File: src/rtl/trig_pkg.sv
package trig_pkg;
   localparam logic [11:0] A_SEL   = 12'h7A0;
   localparam logic [11:0] A_CTRL  = 12'h7A1;
   localparam logic [11:0] A_ADDR  = 12'h7A2;
   localparam logic [11:0] A_INFO  = 12'h7A4;

   localparam int TYPE_LSB   = 28;
   localparam int OWNER_BIT  = 27;
   localparam int TIMING_BIT = 18;
   localparam int ACT_LSB    = 12;
   localparam int MEN_BIT    = 6;
   localparam int UEN_BIT    = 3;
   localparam int ARM_BIT    = 2;

   localparam logic [3:0]  TYPE_VAL  = 4'h2;
   localparam logic [3:0]  ACT_DBG_CODE = 4'b0001;
   localparam logic [31:0] INFO_VAL  = 32'h0000_0004;

   localparam logic [1:0] PRIV_M = 2'b11;
   localparam logic [1:0] PRIV_U = 2'b00;

   typedef enum logic {ACT_BREAK = 1'b0, ACT_DEBUG = 1'b1} act_e;

   typedef struct packed {
      logic owner;
      act_e act;
      logic arm;
   } ctrl_t;
endpackage

File: src/rtl/trig_csr_regs.sv
module trig_csr_regs
   import trig_pkg::*;
#(
   parameter int XLEN   = 32,
   parameter int ADDR_W = 32
) (
   input  logic              clk,
   input  logic              rst_n,
   input  logic [11:0]       csr_addr,
   input  logic              csr_we,
   input  logic [XLEN-1:0]   csr_wdata,
   input  logic              in_debug,
   output ctrl_t             ctrl_o,
   output logic [ADDR_W-1:0] match_o
);
   ctrl_t             ctrl_q, ctrl_d;
   logic [ADDR_W-1:0] match_q, match_d;
   logic              wr_allow;

   // owner bit locks out accesses made outside debug mode
   assign wr_allow = csr_we && (!ctrl_q.owner || in_debug);

   always_comb begin
      ctrl_d  = ctrl_q;
      match_d = match_q;
      if (wr_allow && csr_addr == A_CTRL) begin
         ctrl_d.arm = csr_wdata[ARM_BIT];
         ctrl_d.act = (csr_wdata[ACT_LSB +: 4] == ACT_DBG_CODE) ? ACT_DEBUG : ACT_BREAK;
         if (in_debug) begin
            ctrl_d.owner = csr_wdata[OWNER_BIT];
         end
      end
      if (wr_allow && csr_addr == A_ADDR) begin
         match_d = csr_wdata[ADDR_W-1:0];
      end
   end

   always_ff @(posedge clk or negedge rst_n) begin
      if (!rst_n) begin
         ctrl_q  <= '{owner: 1'b0, act: ACT_BREAK, arm: 1'b0};
         match_q <= '0;
      end else begin
         ctrl_q  <= ctrl_d;
         match_q <= match_d;
      end
   end

   assign ctrl_o  = ctrl_q;
   assign match_o = match_q;

   // ownership cannot move outside debug mode
   assert_owner_hold_R4: assert property (@(posedge clk) disable iff (!rst_n)
      !in_debug |=> $stable(ctrl_q.owner));

   // locked trigger ignores non-debug writes
   assert_locked_write_R5: assert property (@(posedge clk) disable iff (!rst_n)
      (csr_we && ctrl_q.owner && !in_debug) |=> ($stable(match_q) && $stable(ctrl_q)));

   // match address changes only through a write to its address
   assert_match_write_only_R6: assert property (@(posedge clk) disable iff (!rst_n)
      !(csr_we && csr_addr == A_ADDR) |=> $stable(match_q));
endmodule

File: src/rtl/trig_csr_rmux.sv
module trig_csr_rmux
   import trig_pkg::*;
#(
   parameter int XLEN    = 32,
   parameter int ADDR_W  = 32,
   parameter bit USER_EN = 1'b0
) (
   input  logic [11:0]       csr_addr,
   input  ctrl_t             ctrl,
   input  logic [ADDR_W-1:0] match,
   output logic [XLEN-1:0]   rdata
);
   localparam int PAD_W = XLEN - ADDR_W;

   logic [XLEN-1:0] ctrl_word;
   logic [XLEN-1:0] match_word;

   always_comb begin
      ctrl_word                      = '0;
      ctrl_word[TYPE_LSB +: 4]       = TYPE_VAL;
      ctrl_word[OWNER_BIT]           = ctrl.owner;
      ctrl_word[TIMING_BIT]          = 1'b1;
      ctrl_word[ACT_LSB +: 4]        = {3'b000, ctrl.act};
      ctrl_word[MEN_BIT]             = 1'b1;
      ctrl_word[UEN_BIT]             = USER_EN;
      ctrl_word[ARM_BIT]             = ctrl.arm;
   end

   generate
      if (PAD_W > 0) begin : g_pad
         assign match_word = {{PAD_W{1'b0}}, match};
      end else begin : g_full
         assign match_word = match;
      end
   endgenerate

   always_comb begin
      case (csr_addr)
         A_CTRL:  rdata = ctrl_word;
         A_ADDR:  rdata = match_word;
         A_INFO:  rdata = INFO_VAL[XLEN-1:0];
         default: rdata = '0;
      endcase
   end

   // the select slot and spare slots never return data
   always_comb begin
      if (csr_addr == A_SEL) begin
         assert_sel_zero_R2: assert (rdata == '0);
      end
   end
endmodule

File: src/rtl/trig_match.sv
module trig_match
   import trig_pkg::*;
#(
   parameter int ADDR_W  = 32,
   parameter bit USER_EN = 1'b0
) (
   input  logic              clk,
   input  logic              rst_n,
   input  logic              arm,
   input  act_e              act,
   input  logic [ADDR_W-1:0] match,
   input  logic              ret_valid,
   input  logic [ADDR_W-1:0] ret_pc,
   input  logic [1:0]        priv_lvl,
   input  logic              in_debug,
   output logic              fire_debug,
   output logic              fire_break
);
   logic priv_ok;
   logic hit;

   generate
      if (USER_EN) begin : g_user
         assign priv_ok = (priv_lvl == PRIV_M) || (priv_lvl == PRIV_U);
      end else begin : g_mach
         assign priv_ok = (priv_lvl == PRIV_M);
      end
   endgenerate

   assign hit = ret_valid && !in_debug && arm && priv_ok && (ret_pc == match);

   always_ff @(posedge clk or negedge rst_n) begin
      if (!rst_n) begin
         fire_debug <= 1'b0;
         fire_break <= 1'b0;
      end else begin
         fire_debug <= hit && (act == ACT_DEBUG);
         fire_break <= hit && (act == ACT_BREAK);
      end
   end

   // the chosen output follows the action field of the previous cycle
   assert_debug_action_R7: assert property (@(posedge clk) disable iff (!rst_n)
      fire_debug |-> ($past(act) == ACT_DEBUG));
   assert_break_action_R7: assert property (@(posedge clk) disable iff (!rst_n)
      fire_break |-> ($past(act) == ACT_BREAK));

   // requests need an armed trigger and an exact valid match
   assert_exact_hit_R8: assert property (@(posedge clk) disable iff (!rst_n)
      (fire_debug || fire_break) |-> $past(arm && ret_valid && (ret_pc == match)));

   // nothing fires for retirements inside debug mode
   assert_quiet_debug_R9: assert property (@(posedge clk) disable iff (!rst_n)
      (fire_debug || fire_break) |-> $past(!in_debug));
endmodule

File: src/rtl/addr_trig_unit.sv
module addr_trig_unit
   import trig_pkg::*;
#(
   parameter int XLEN    = 32,
   parameter int ADDR_W  = 32,
   parameter bit USER_EN = 1'b0
) (
   input  logic              clk,
   input  logic              rst_n,
   input  logic [11:0]       csr_addr,
   input  logic              csr_we,
   input  logic [XLEN-1:0]   csr_wdata,
   output logic [XLEN-1:0]   csr_rdata,
   input  logic [1:0]        priv_lvl,
   input  logic              in_debug,
   input  logic              ret_valid,
   input  logic [ADDR_W-1:0] ret_pc,
   output logic              fire_debug,
   output logic              fire_break
);
   generate
      if (XLEN != 32) begin : g_bad_xlen
         $error("addr_trig_unit: control word layout needs XLEN of 32");
      end
      if (ADDR_W < 1 || ADDR_W > XLEN) begin : g_bad_addr
         $error("addr_trig_unit: ADDR_W must lie in 1..XLEN");
      end
   endgenerate

   ctrl_t             ctrl;
   logic [ADDR_W-1:0] match;

   trig_csr_regs #(.XLEN(XLEN), .ADDR_W(ADDR_W)) u_regs (
      .clk       (clk),
      .rst_n     (rst_n),
      .csr_addr  (csr_addr),
      .csr_we    (csr_we),
      .csr_wdata (csr_wdata),
      .in_debug  (in_debug),
      .ctrl_o    (ctrl),
      .match_o   (match)
   );

   trig_csr_rmux #(.XLEN(XLEN), .ADDR_W(ADDR_W), .USER_EN(USER_EN)) u_rmux (
      .csr_addr (csr_addr),
      .ctrl     (ctrl),
      .match    (match),
      .rdata    (csr_rdata)
   );

   trig_match #(.ADDR_W(ADDR_W), .USER_EN(USER_EN)) u_match (
      .clk        (clk),
      .rst_n      (rst_n),
      .arm        (ctrl.arm),
      .act        (ctrl.act),
      .match      (match),
      .ret_valid  (ret_valid),
      .ret_pc     (ret_pc),
      .priv_lvl   (priv_lvl),
      .in_debug   (in_debug),
      .fire_debug (fire_debug),
      .fire_break (fire_break)
   );

   // a request is a single-cycle pulse unless another match retired
   assert_pulse_R11: assert property (@(posedge clk) disable iff (!rst_n)
      ((fire_debug || fire_break) && !(ret_valid && ret_pc == match)) |=> !(fire_debug || fire_break));
endmodule

File: config.mk
export PLATFORM = sky130hd
export DESIGN_NAME = addr_trig_unit
export DESIGN_NICKNAME = d
export VERILOG_FILES = /design/src/rtl/trig_pkg.sv /design/src/rtl/trig_csr_regs.sv /design/src/rtl/trig_csr_rmux.sv /design/src/rtl/trig_match.sv /design/src/rtl/addr_trig_unit.sv
export SDC_FILE = /design/constraint.sdc
export NUM_CORES = 1
export LEC_CHECK = 0
export ABC_AREA = 1
export BUFFER_PORTS_ARGS = -buffer_cell sky130_fd_sc_hd__clkbuf_2
export CORE_MARGIN = 2
export CORE_UTILIZATION = 49
export CTS_CLUSTER_DIAMETER = 150
export DETAILED_ROUTE_END_ITERATION = 16
export PLACE_DENSITY_LB_ADDON = 0.08
export SLEW_MARGIN = 25
export SYNTH_ARGS = -nofsm -noshare
export SYNTH_HDL_FRONTEND = slang
export SYNTH_SLANG_ARGS = --single-unit
File: constraint.sdc
create_clock -name clk -period 2.4 [get_ports clk]
set_input_delay 0 -clock clk [delete_from_list [all_inputs] [get_ports clk]]
set_output_delay 0 -clock clk [all_outputs]
set_load 0.1 [all_outputs]
# Word-level counts from Yosys, hierarchy flattened
# Cells that the tools add are included.
# W data, S select, Z words.
word_totals:
  wordCells: 28
  input_bits: 83
  regBits: 37
classes:
  n_bitwise: 1
  n_reduce_logical: 13
  n_mux: 2
  eq_ne: 6
op_table:
  columns: ["op", "count"]
  rows:
  - ["$pmux W32 S3", 1]
  - ["$eq A12 B11 Y1 const B", 3]
  - ["$eq A32 B32 Y1", 1]
  - ["$logic_and A1 B1 Y1", 9]
  - ["$eq A4 B1 Y1 const B", 1]
  - ["$eq A2 B2 Y1 const B", 1]
  - ["$logic_not A1 Y1", 2]
  - ["$reduce_and A2 Y1", 1]
  - ["$logic_or A1 B1 Y1", 1]
  - ["$mux W1", 1]
  - ["$not A1 Y1", 1]

# Longest topological paths before layout
# Gate-level depths: netlist of the first run.
logic_depth:
  ltp_word: 6
  mapped_depth: 9
  mapped_depth_nobuf: 8

# Hierarchy
# Synthesis of the first run repeated with hierarchy kept, for this count alone.
hier_totals:
  hier_cells: 419
  hier_area_um2: 2686.3
by_module_without_submodules:
  columns: ["mod", "cells_each", "area_per_inst_um2", "instances"]
  rows:
  - ["trig_csr_regs", 171, 1546.5, 1]
  - ["trig_match", 150, 665.6, 1]
  - ["trig_csr_rmux", 98, 474.2, 1]

# Worst setup path after synthesis of the first run
# Ideal clock, no wire load.
synth_timing:
  path_type: "input to output"
  start: "in csr_addr[11]"
  end: "out csr_rdata[18]"
  n_path_buf: 0
  t_arrival_ns: 2.561
  path_slack_ns: -0.161
  stages: 7
  path_cell_list: "inv_1 nand2_2 nor2_2 nand2_2 nor2_4 inv_2 o21ai_0"
synth_via:
  elab_chain_cells: 2
synth_lines:
  columns: ["element", "line_no", "text"]
  rows:
  - ["start: declaration", "addr_trig_unit.sv:10", "input logic [11:0] csr_addr,"]
  - ["$eq A12 B11 Y1", "trig_csr_rmux.sv:38", "case (csr_addr)"]
  - ["$pmux W32 S3 (*)", "trig_csr_rmux.sv:38", null]
  - ["end: declaration", "addr_trig_unit.sv:13", "output logic [XLEN-1:0] csr_rdata,"]
# Mark *: on every way between the ends. The rest lies on a longest branch, timed or not.

# Worst setup path in the final report of the first run
layout_timing:
  start: "reg u_regs.ctrl_q (netlist bit u_regs.ctrl_o[2])"
  end: "reg u_regs.match_q[18], in the netlist u_regs.match_o[18]"
layout_via:
  elab_chain_cells: 4
layout_lines:
  columns: ["element", "line_no", "text"]
  rows:
  - ["start: declaration", "trig_csr_regs.sv:16", "ctrl_t ctrl_q, ctrl_d;"]
  - ["start signal: assignment", "trig_csr_regs.sv:40", "ctrl_q <= '{owner: 1'b0, act: ACT_BREAK, arm: 1'b0};"]
  - ["start signal: assignment", "trig_csr_regs.sv:43", "ctrl_q <= ctrl_d;"]
  - ["$logic_not A1 Y1", "trig_csr_regs.sv:21", "assign wr_allow = csr_we && (!ctrl_q.owner || in_debug);"]
  - ["$logic_or A1 B1 Y1", "trig_csr_regs.sv:21", null]
  - ["$logic_and A1 B1 Y1", "trig_csr_regs.sv:21", null]
  - ["$logic_and A1 B1 Y1", "trig_csr_regs.sv:33", "if (wr_allow && csr_addr == A_ADDR) begin"]
  - ["end signal: assignment", "trig_csr_regs.sv:44", "match_q <= match_d;"]
  - ["end: declaration", "trig_csr_regs.sv:17", "logic [ADDR_W-1:0] match_q, match_d;"]
# Every way passes these cells.
# A chain may end at the register's enable or synchronous reset.

==> qor.csv, run 1 <==
metric,value,unit
pin_count,117,
rr_worst_depth,4,
holdCritStartpoint,ret_pc[0],
timing.rr.end,u_regs.match_o[18],
tns,0,ns
final_nets,610,
path_clk_slew,0.07,ns
vdd_drop_max,0.000314,V
p_total,1.28,mW
synth_top_cell_by_area,dfrtp_1,
slew_viol_final,0,
ff2ff_setup_slack,1.02,ns
critPathKind,reg -> reg,
synth_seq_cells,37,
drc_errors,0,
grt_antenna_before_repair,0,
floorplan.rows,26,
max_slew_margin,42.9,%
track_usage,27.8,%
clockRootBuffer,clkbuf_8,
routed_wl,7850,um
grt_max_degree,38,
use_met2,49.1,%
crit_fanout,28,
post_cts_resized,0,
numCtsBuffers,5,
die_w,77.0,um
htree_levels,2,
start_util,50.9,%
synth_area,0.00261,sq mm
finalSetupViolCount,0,
ys_types,28,
rsz0062_at_grt,false,
dr.pass1.iters,4,
critPathMaxStageDelay,0.42,ns
grt_pass1_vias,2884,
syn2layout_area_growth,54.9,%
finalHoldViolations,0,
drtAntennaViolNets,0,
startpoint,u_regs.ctrl_o[2],
power.leakage,2.05,nW
syn_inst,381,
ys_warn_count,0,
slowest_stage,buf_4,
via_per_inst,4.78,
period_share,57.3,%
core,0.00514,sq mm
start_kind,flip-flop,
clock_sinks,37,
clock.fmax,727,MHz
gp_congestion,0.877,
drive_gt1_share,30.4,%
io_buffers,116,
hpwl,5340,um
hold_class,in -> reg,
antenna_cells,0,
clkLatencyLatePin,0.29,ns
grt_pass1_wl,13100,um
period_minus_slack,1.38,ns
die_h,77.0,um
dr_total_vias,2855,
grt_overflow,0,
gr-max-usage-layer,met2,
fin_util,78.8,%
cellPowerDensity,317,mW/mm^2
max-cap-violations,0,
crit_chain,a21boi_4 > buf_4 > nand3_1 > nand2_1,
use_met1,33.7,%
seq_area_frac_synth,35.4,%
end_kind,flip-flop,
syn_area_per_cell,6.86,sq um
tightest_slew,0.857,ns
worstPathRequired,2.62,ns
status,"finished, final reports clean",
ctsLongestPathBuffers,2,
drt_iter0_drc,140,
gr-usage-met3,6.12,%
cp.arrival,1.60,ns
reg2reg_from,u_regs.ctrl_o[2],
fin_worst_skew,0.00448,ns
crit_end,u_regs.match_o[18],
synth_top_area_share,35.4,%
die_area,0.00593,sq mm
wire_per_inst,13.2,um
synth_fp_nets,464,
tritoncts,built,
fin_hold_ws,0.136,ns
ys_top_cells_by_area,"dfrtp_1 (35%), nand2_1 (20%), inv_1 (9.3%)",
==> stage by stage <==
step,instance area [sq um],setup WS (ns),instances
6_report,4050,1.02,597
5_1_grt,4050,0.907,597
4_1_cts,4050,1.04,597
3_5_place_dp,3630,1.05,557
3_3_place_gp,3630,1.08,557
2_1_floorplan,2610,-0.161,381
==> placed cells by master, fill, tap and decap left out, types with 2 or more instances in the layout <==
| cell | count |
|---|---|
| buf_12 | 32 |
| buf_4 | 2 |
| clkbuf_2 | 83 |
| clkbuf_8 | 6 |
| dfrtp_1 | 37 |
| dlygate4sd3_1 | 33 |
| inv_1 | 65 |
| inv_2 | 4 |
| nand2_1 | 138 |
| nand2_2 | 2 |
| nand3_1 | 13 |
| nand3_2 | 20 |
| nand4_1 | 3 |
| nor2_1 | 47 |
| nor2_2 | 3 |
| nor3_1 | 3 |
| o21ai_0 | 16 |
| o21ai_2 | 2 |
| o22ai_1 | 2 |
| xnor2_1 | 5 |
==> worst max-delay path: cells and delay by family (launching register included) <==
| kind | cells | cell delay [ns] |
|---|---|---|
| flip-flops | 1 | 0.41 |
| AND/OR/NAND/NOR | 2 | 0.25 |
| AO/OA/AOI/OAI | 1 | 0.21 |
| buffers and inverters | 1 | 0.42 |
==> routing by layer <==
metal	vias to the layer above	part of all wire, %
met5	-	0
met4	0	2.0
met3	12	8.1
met2	116	49
met1	1292	40
li1	1435	-
==> synth_stat cells <==
master,count
nand2_1,138
o22ai_1,2
nand2_2,2
nor3_1,3
dfrtp_1,37
nor2_4,1
buf_12,3
o21ai_0,16
and3_1,1
o21ai_2,2
xnor2_1,5
buf_6,6
nand3_2,20
buf_4,1
o211ai_1,1
a21oi_1,1
o211ai_2,1
inv_2,4
nor2_2,3
nand4_1,3
a21boi_4,1
nand3_4,1
nand3_1,13
nor2_1,47
o21ai_1,1
buf_2,2
inv_1,65
nand4_4,1
==> registers in the layout, summed over array words and instances, names as in the netlist <==
register	cells
u_match.fire_break	1
u_match.fire_debug	1
u_regs.ctrl_o	3
u_regs.match_o	32
==> how the worst min path moves through the flow <==
stage	end	slack, ns	depth (start not counted)
2_1_floorplan	u_match.fire_break	-0.30	0
3_3_place_gp	u_regs.match_o[22]	0.18	1
3_5_place_dp	u_regs.match_o[22]	0.19	1
4_1_cts	u_match.fire_debug	0.12	6
5_1_grt	u_match.fire_debug	0.14	6
6_report	u_match.fire_debug	0.14	6
==> repair_timing <==
item                      in CTS  in global routing
hold endpoints to repair      71                  0
hold buffers                  33                  0
setup buffers                  0                  0
==> final cells by class <==
cell class | count | area [sq um]
clock buffers | 7 | 86.3
fillers | 393 | 1090
flip-flops and latches | 37 | 926
well taps | 70 | 87.6
repair buffers | 151 | 1410
inverters | 69 | 259
multi-input cells | 263 | 1280
==> where the power goes <==
part           switching, mW  internal, mW
Combinational          0.104         0.108
Sequential           0.00104         0.624
Clock                  0.217         0.228
Total                  0.322         0.960
==> cell families (layout without fill, tap and decap cells) <==
group	Yosys count	after routing	synth area share [%]
flops	37	37	35.4
xor+xnor	5	5	1.68
simple gates	233	233	41.4
compound gates	25	25	6.08
buf+inv	81	227	15.5
Power figures use the tool's default switching activity.
==> run 2: changes to the inputs <==
- CORE_UTILIZATION: 49 -> 43
- clock period: 2.4 -> 1.1 ns (I/O delays scaled with it)
==> qor.csv, run 2 (synthesis gave the netlist of run 1 again) <==
metric,value,unit
core,0.00589,sq mm
multiInputGateArea,0.00172,sq mm
io_buffers,116,
hpwl,6570,um
clockRootBuffer,clkbuf_8,
clock.fmax,733,MHz
hold_class,in -> reg,
finalSetupViolCount,69,
tightest_slew,0.530,ns
layout_setup_ws,-0.265,ns
end_kind,flip-flop,
fin_area,0.00531,sq mm
antenna_cells,0,
clock_sinks,37,
die_h,82.0,um
dp_slack,-0.198,ns
grt_max_degree,29,
die_w,82.0,um
cellPowerDensity,560,mW/mm^2
grt_pass1_vias,3533,
largest_register_ffs,32,
start_util,44.4,%
drt_iter0_drc,196,
routed_wl,11400,um
critPathKind,reg -> reg,
track_usage,32.0,%
period_share,124,%
layout_commonest_cell,nand2_1,
clkLatencyLatePin,0.30,ns
pin_count,117,
crit_fanout,3,
power.leakage,2.52,nW
start_kind,flip-flop,
regArea,926,sq um
max-cap-violations,0,
fillers,267,
drtAntennaViolNets,0,
ctsLongestPathBuffers,2,
cp.arrival,1.58,ns
vdd_drop_max,0.000511,V
fin_hold_ws,0.142,ns
drc_errors,0,
gp_congestion,0.827,
fin_worst_skew,0.00601,ns
fin_util,90.2,%
tritoncts,built,
syn2layout_area_growth,103,%
worstPathRequired,1.31,ns
numCtsBuffers,5,
dr_total_vias,3427,
die_area,0.00672,sq mm
wire_per_inst,17.1,um
grt_overflow,0,
p_total,2.97,mW
status,"finished, violations left",
dr.pass1.iters,4,
max_slew_margin,64.7,%
dpl-instance-area,0.00432,sq mm
path_clk_slew,0.08,ns
htree_levels,2,
drive_gt1_share,56.2,%
slew_viol_final,0,
grt_antenna_before_repair,0,
period_minus_slack,1.36,ns
floorplan.rows,28,
via_per_inst,5.16,
finalHoldViolations,0,
final_cell_mix,"nand2_1 (108), clkbuf_2 (80), buf_12 (41), dfrtp_1 (37), inv_1 (34)",
final_nets,672,
grt_pass1_wl,16100,um
violations,setup timing,
rsz0062_at_grt,true,
run 2: changes by cell type in the layout (fill, tap and decap cells not counted), moves of 7 or more:
| cell | previous run | this run |
|---|---|---|
| buf_12 | 32 | 41 |
| buf_4 | 2 | 24 |
| buf_6 | 0 | 29 |
| inv_1 | 65 | 34 |
| inv_2 | 4 | 30 |
| nand2_1 | 138 | 108 |
| nand2_2 | 2 | 29 |
| nor2_1 | 47 | 12 |
| nor2_2 | 3 | 10 |
| nor2_4 | 1 | 29 |
| o21ai_0 | 16 | 6 |
run 2: repair_timing:
action,CTS,global route
pin swaps,26,32
gates cloned,3,2
setup endpoints to repair,69,69
setup buffers,7,4
hold endpoints to repair,50,0
resized for setup,95,45
hold buffers,33,0
run 2: power by group:
group / internal [mW] / switching (mW) / leakage (nW)
combinational: 0.304 / 0.292 / 1.97
sequential: 1.36 / 0.00289 / 0.512
clock: 0.498 / 0.514 / 0.0443
run 2: metal layers:
metal / track usage, % / wire [um] / share of wire (%) / vias up
li1: - / - / - / 1569
met1: 35.9 / 4060 / 36 / 1623
met2: 58.0 / 6060 / 53 / 187
met3: 6.48 / 761 / 6.7 / 48
met4: 14.2 / 483 / 4.3 / 0
met5: 0 / 0 / 0 / -
run 2: layout make-up:
cell class | instances | area share [%]
clock buffers | 7 | 1.63
inverters | 69 | 5.40
multi-input cells | 263 | 32.3
flip-flops and latches | 37 | 17.4
well taps | 75 | 1.77
repair buffers | 212 | 41.3
repair inverters | 1 | 0.165
run 2: worst max-delay path, stage by stage, from the launching register on:
cell     delay [ns]
dfrtp_1        0.41
inv_2          0.06
nand2_2        0.06
nand2_1        0.07
nor2_1         0.12
nand2_1        0.07
nor2_2         0.17
nand3_2        0.14
nor3_2         0.18
run 2: worst paths after layout:
check | to | cells past startpoint | slack [ns] | from
max reg2reg | u_match.fire_break | 8 | -0.26 | u_regs.match_o[23]
max | u_match.fire_break | 8 | -0.26 | u_regs.match_o[23]
min in group asynchronous | u_regs.match_o[29] | 2 | 0.24 | rst_n
max in group asynchronous | u_regs.match_o[22] | 3 | 0.37 | rst_n
min | u_regs.ctrl_o[2] | 4 | 0.14 | in_debug
min reg2reg | u_regs.match_o[17] | 2 | 0.51 | u_regs.match_o[17]
run 2: per-stage QoR:
step,cells,setup TNS [ns]
after floorplan,381,-4.42
after detailed placement,608,-6.22
after global routing,664,-12.32
after global placement,608,-5.03
final,664,-9.04
after CTS,658,-3.84
==> run 3: changes to the inputs <==
- CORE_UTILIZATION: 43 -> 49
- MAX_ROUTING_LAYER: unset -> met4
- clock period: 1.1 -> 1.6 ns (I/O delays scaled with it)
==> qor.csv, run 3 (synthesis gave the netlist of run 1 again) <==
metric,value,unit
dr_total_vias,2895,
violations,hold timing,
largest_register_ffs,32,
slowest_stage,dfrtp_1,
grt_pass1_wl,13400,um
ctsHoldBuffers,32,
dr.pass1.iters,6,
die_w,77.0,um
drtAntennaViolNets,0,
p_total,1.89,mW
die_area,0.00593,sq mm
routed_wl,7950,um
critPathTopFamily,simple AND/OR/NAND/NOR gates,
end_kind,flip-flop,
max-cap-violations,0,
drc_errors,0,
regArea,926,sq um
crit_chain,a21boi_4 > nand3_4 > nand2_1 > o21ai_2,
critPathKind,reg -> reg,
dp_slack,0.204,ns
gp_congestion,0.871,
start_util,50.9,%
fillers,394,
clkLatencyLatePin,0.29,ns
period_share,89.0,%
via_per_inst,4.84,
grt_overflow,0,
clockRootBuffer,clkbuf_8,
die_h,77.0,um
rr_worst_depth,4,
power.leakage,2.05,nW
vdd_drop_max,0.000443,V
syn2layout_area_growth,57.1,%
grt_antenna_before_repair,0,
fin_hold_ws,-0.00527,ns
finalHoldViolations,1,
grt_pass1_vias,2938,
holdCritStartpoint,csr_wdata[13],
period_minus_slack,1.42,ns
fin_worst_skew,0.00775,ns
timing.rr.end,u_regs.match_o[2],
clock_sinks,37,
layout_commonest_cell,nand2_1,
max_slew_margin,47.4,%
rsz0062_at_grt,false,
slew_viol_final,0,
antenna_cells,0,
final_cell_mix,"nand2_1 (138), clkbuf_2 (84), inv_1 (65), dfrtp_1 (37), buf_12 (33)",
core,0.00514,sq mm
reg2reg_from,u_regs.ctrl_o[2],
htree_levels,2,
numCtsBuffers,5,
io_buffers,116,
post_cts_resized,0,
floorplan.rows,26,
cts_setup_buffers,0,
multiInputGateArea,0.00133,sq mm
status,"finished, violations left",
whs_path_depth,3,
ff2ff_setup_slack,0.18,ns
finalSetupViolCount,0,
path_clk_slew,0.07,ns
clock.fmax,703,MHz
grt_max_degree,37,
final_nets,610,
wire_per_inst,13.3,um
hold_class,in -> reg,
hold_path_end,u_regs.match_o[13],
worst-path-buf-inv,0,
cellPowerDensity,461,mW/mm^2
worstPathRequired,1.77,ns
cp.arrival,1.59,ns
drt_iter0_drc,185,
tightest_slew,0.788,ns
placed_cells,558,
pin_count,117,
layout_setup_ws,0.177,ns
tritoncts,built,
critPathMaxStageDelay,0.41,ns
start_kind,flip-flop,
track_usage,29.1,%
tns,0,ns
ctsLongestPathBuffers,2,
crit_fanout,36,
hpwl,5760,um
stdcell_count,598,
drive_gt1_share,34.5,%
cp_num_cells,4,
[run 3: changes by cell type in the layout (fill, tap and decap cells not counted), sizes merged]
cell and delta:
buf -62, dlygate4sd3 -1, inv -1, clkinv +2, clkbuf +1
[run 3: layout make-up]
cell class	instances	area share (%)
Inverter	69	6.31
Timing Repair Buffer	151	34.5
Sequential cell	37	22.6
Tap cell	70	2.13
Clock buffer	6	1.77
Multi-Input combinational cell	263	32.5
Clock inverter	2	0.244
[run 3: worst register-to-register path: stages, from the launching register on]
cell and delay [ns]:
dfrtp_1 0.41, a21boi_4 0.25, nand3_4 0.37, nand2_1 0.22, o21ai_2 0.06
[run 3: power breakdown]
part | switching, mW | internal (mW) | total, mW
Clock | 0.330 | 0.302 | 0.632
Combinational | 0.155 | 0.165 | 0.321
Sequential | 0.00168 | 0.937 | 0.938
Total | 0.487 | 1.40 | 1.89
[run 3: how the worst max path moves through the flow]
stage / from / end / slack (ns)
detailed placement: u_regs.ctrl_o[2] / u_regs.match_o[2] / 0.20
floorplan: csr_addr[11] / csr_rdata[12] / -0.42
global route: u_regs.ctrl_o[2] / u_regs.match_o[13] / 0.08
global placement: u_regs.ctrl_o[2] / u_regs.match_o[15] / 0.23
finish: u_regs.ctrl_o[2] / u_regs.match_o[2] / 0.18
CTS: u_regs.ctrl_o[2] / u_regs.match_o[2] / 0.20
[run 3: stage by stage]
stage / util (%) / cell area (sq um)
global placement: 72.0 / 3700
finish: 79.9 / 4110
global route: 79.9 / 4110
detailed placement: 72.0 / 3700
CTS: 79.9 / 4110
floorplan: - / 2660
[run 3: layer usage]
layer / part of all wire, % / vias up / wire length [um] / global-route usage, %
met2: 51 / 122 / 4050 / 51.4
met3: 6.0 / 17 / 476 / 4.59
met1: 41 / 1323 / 3270 / 34.9
met4: 1.9 / 0 / 152 / 7.14
met5: 0 / - / 0 / -
li1: - / 1433 / - / -
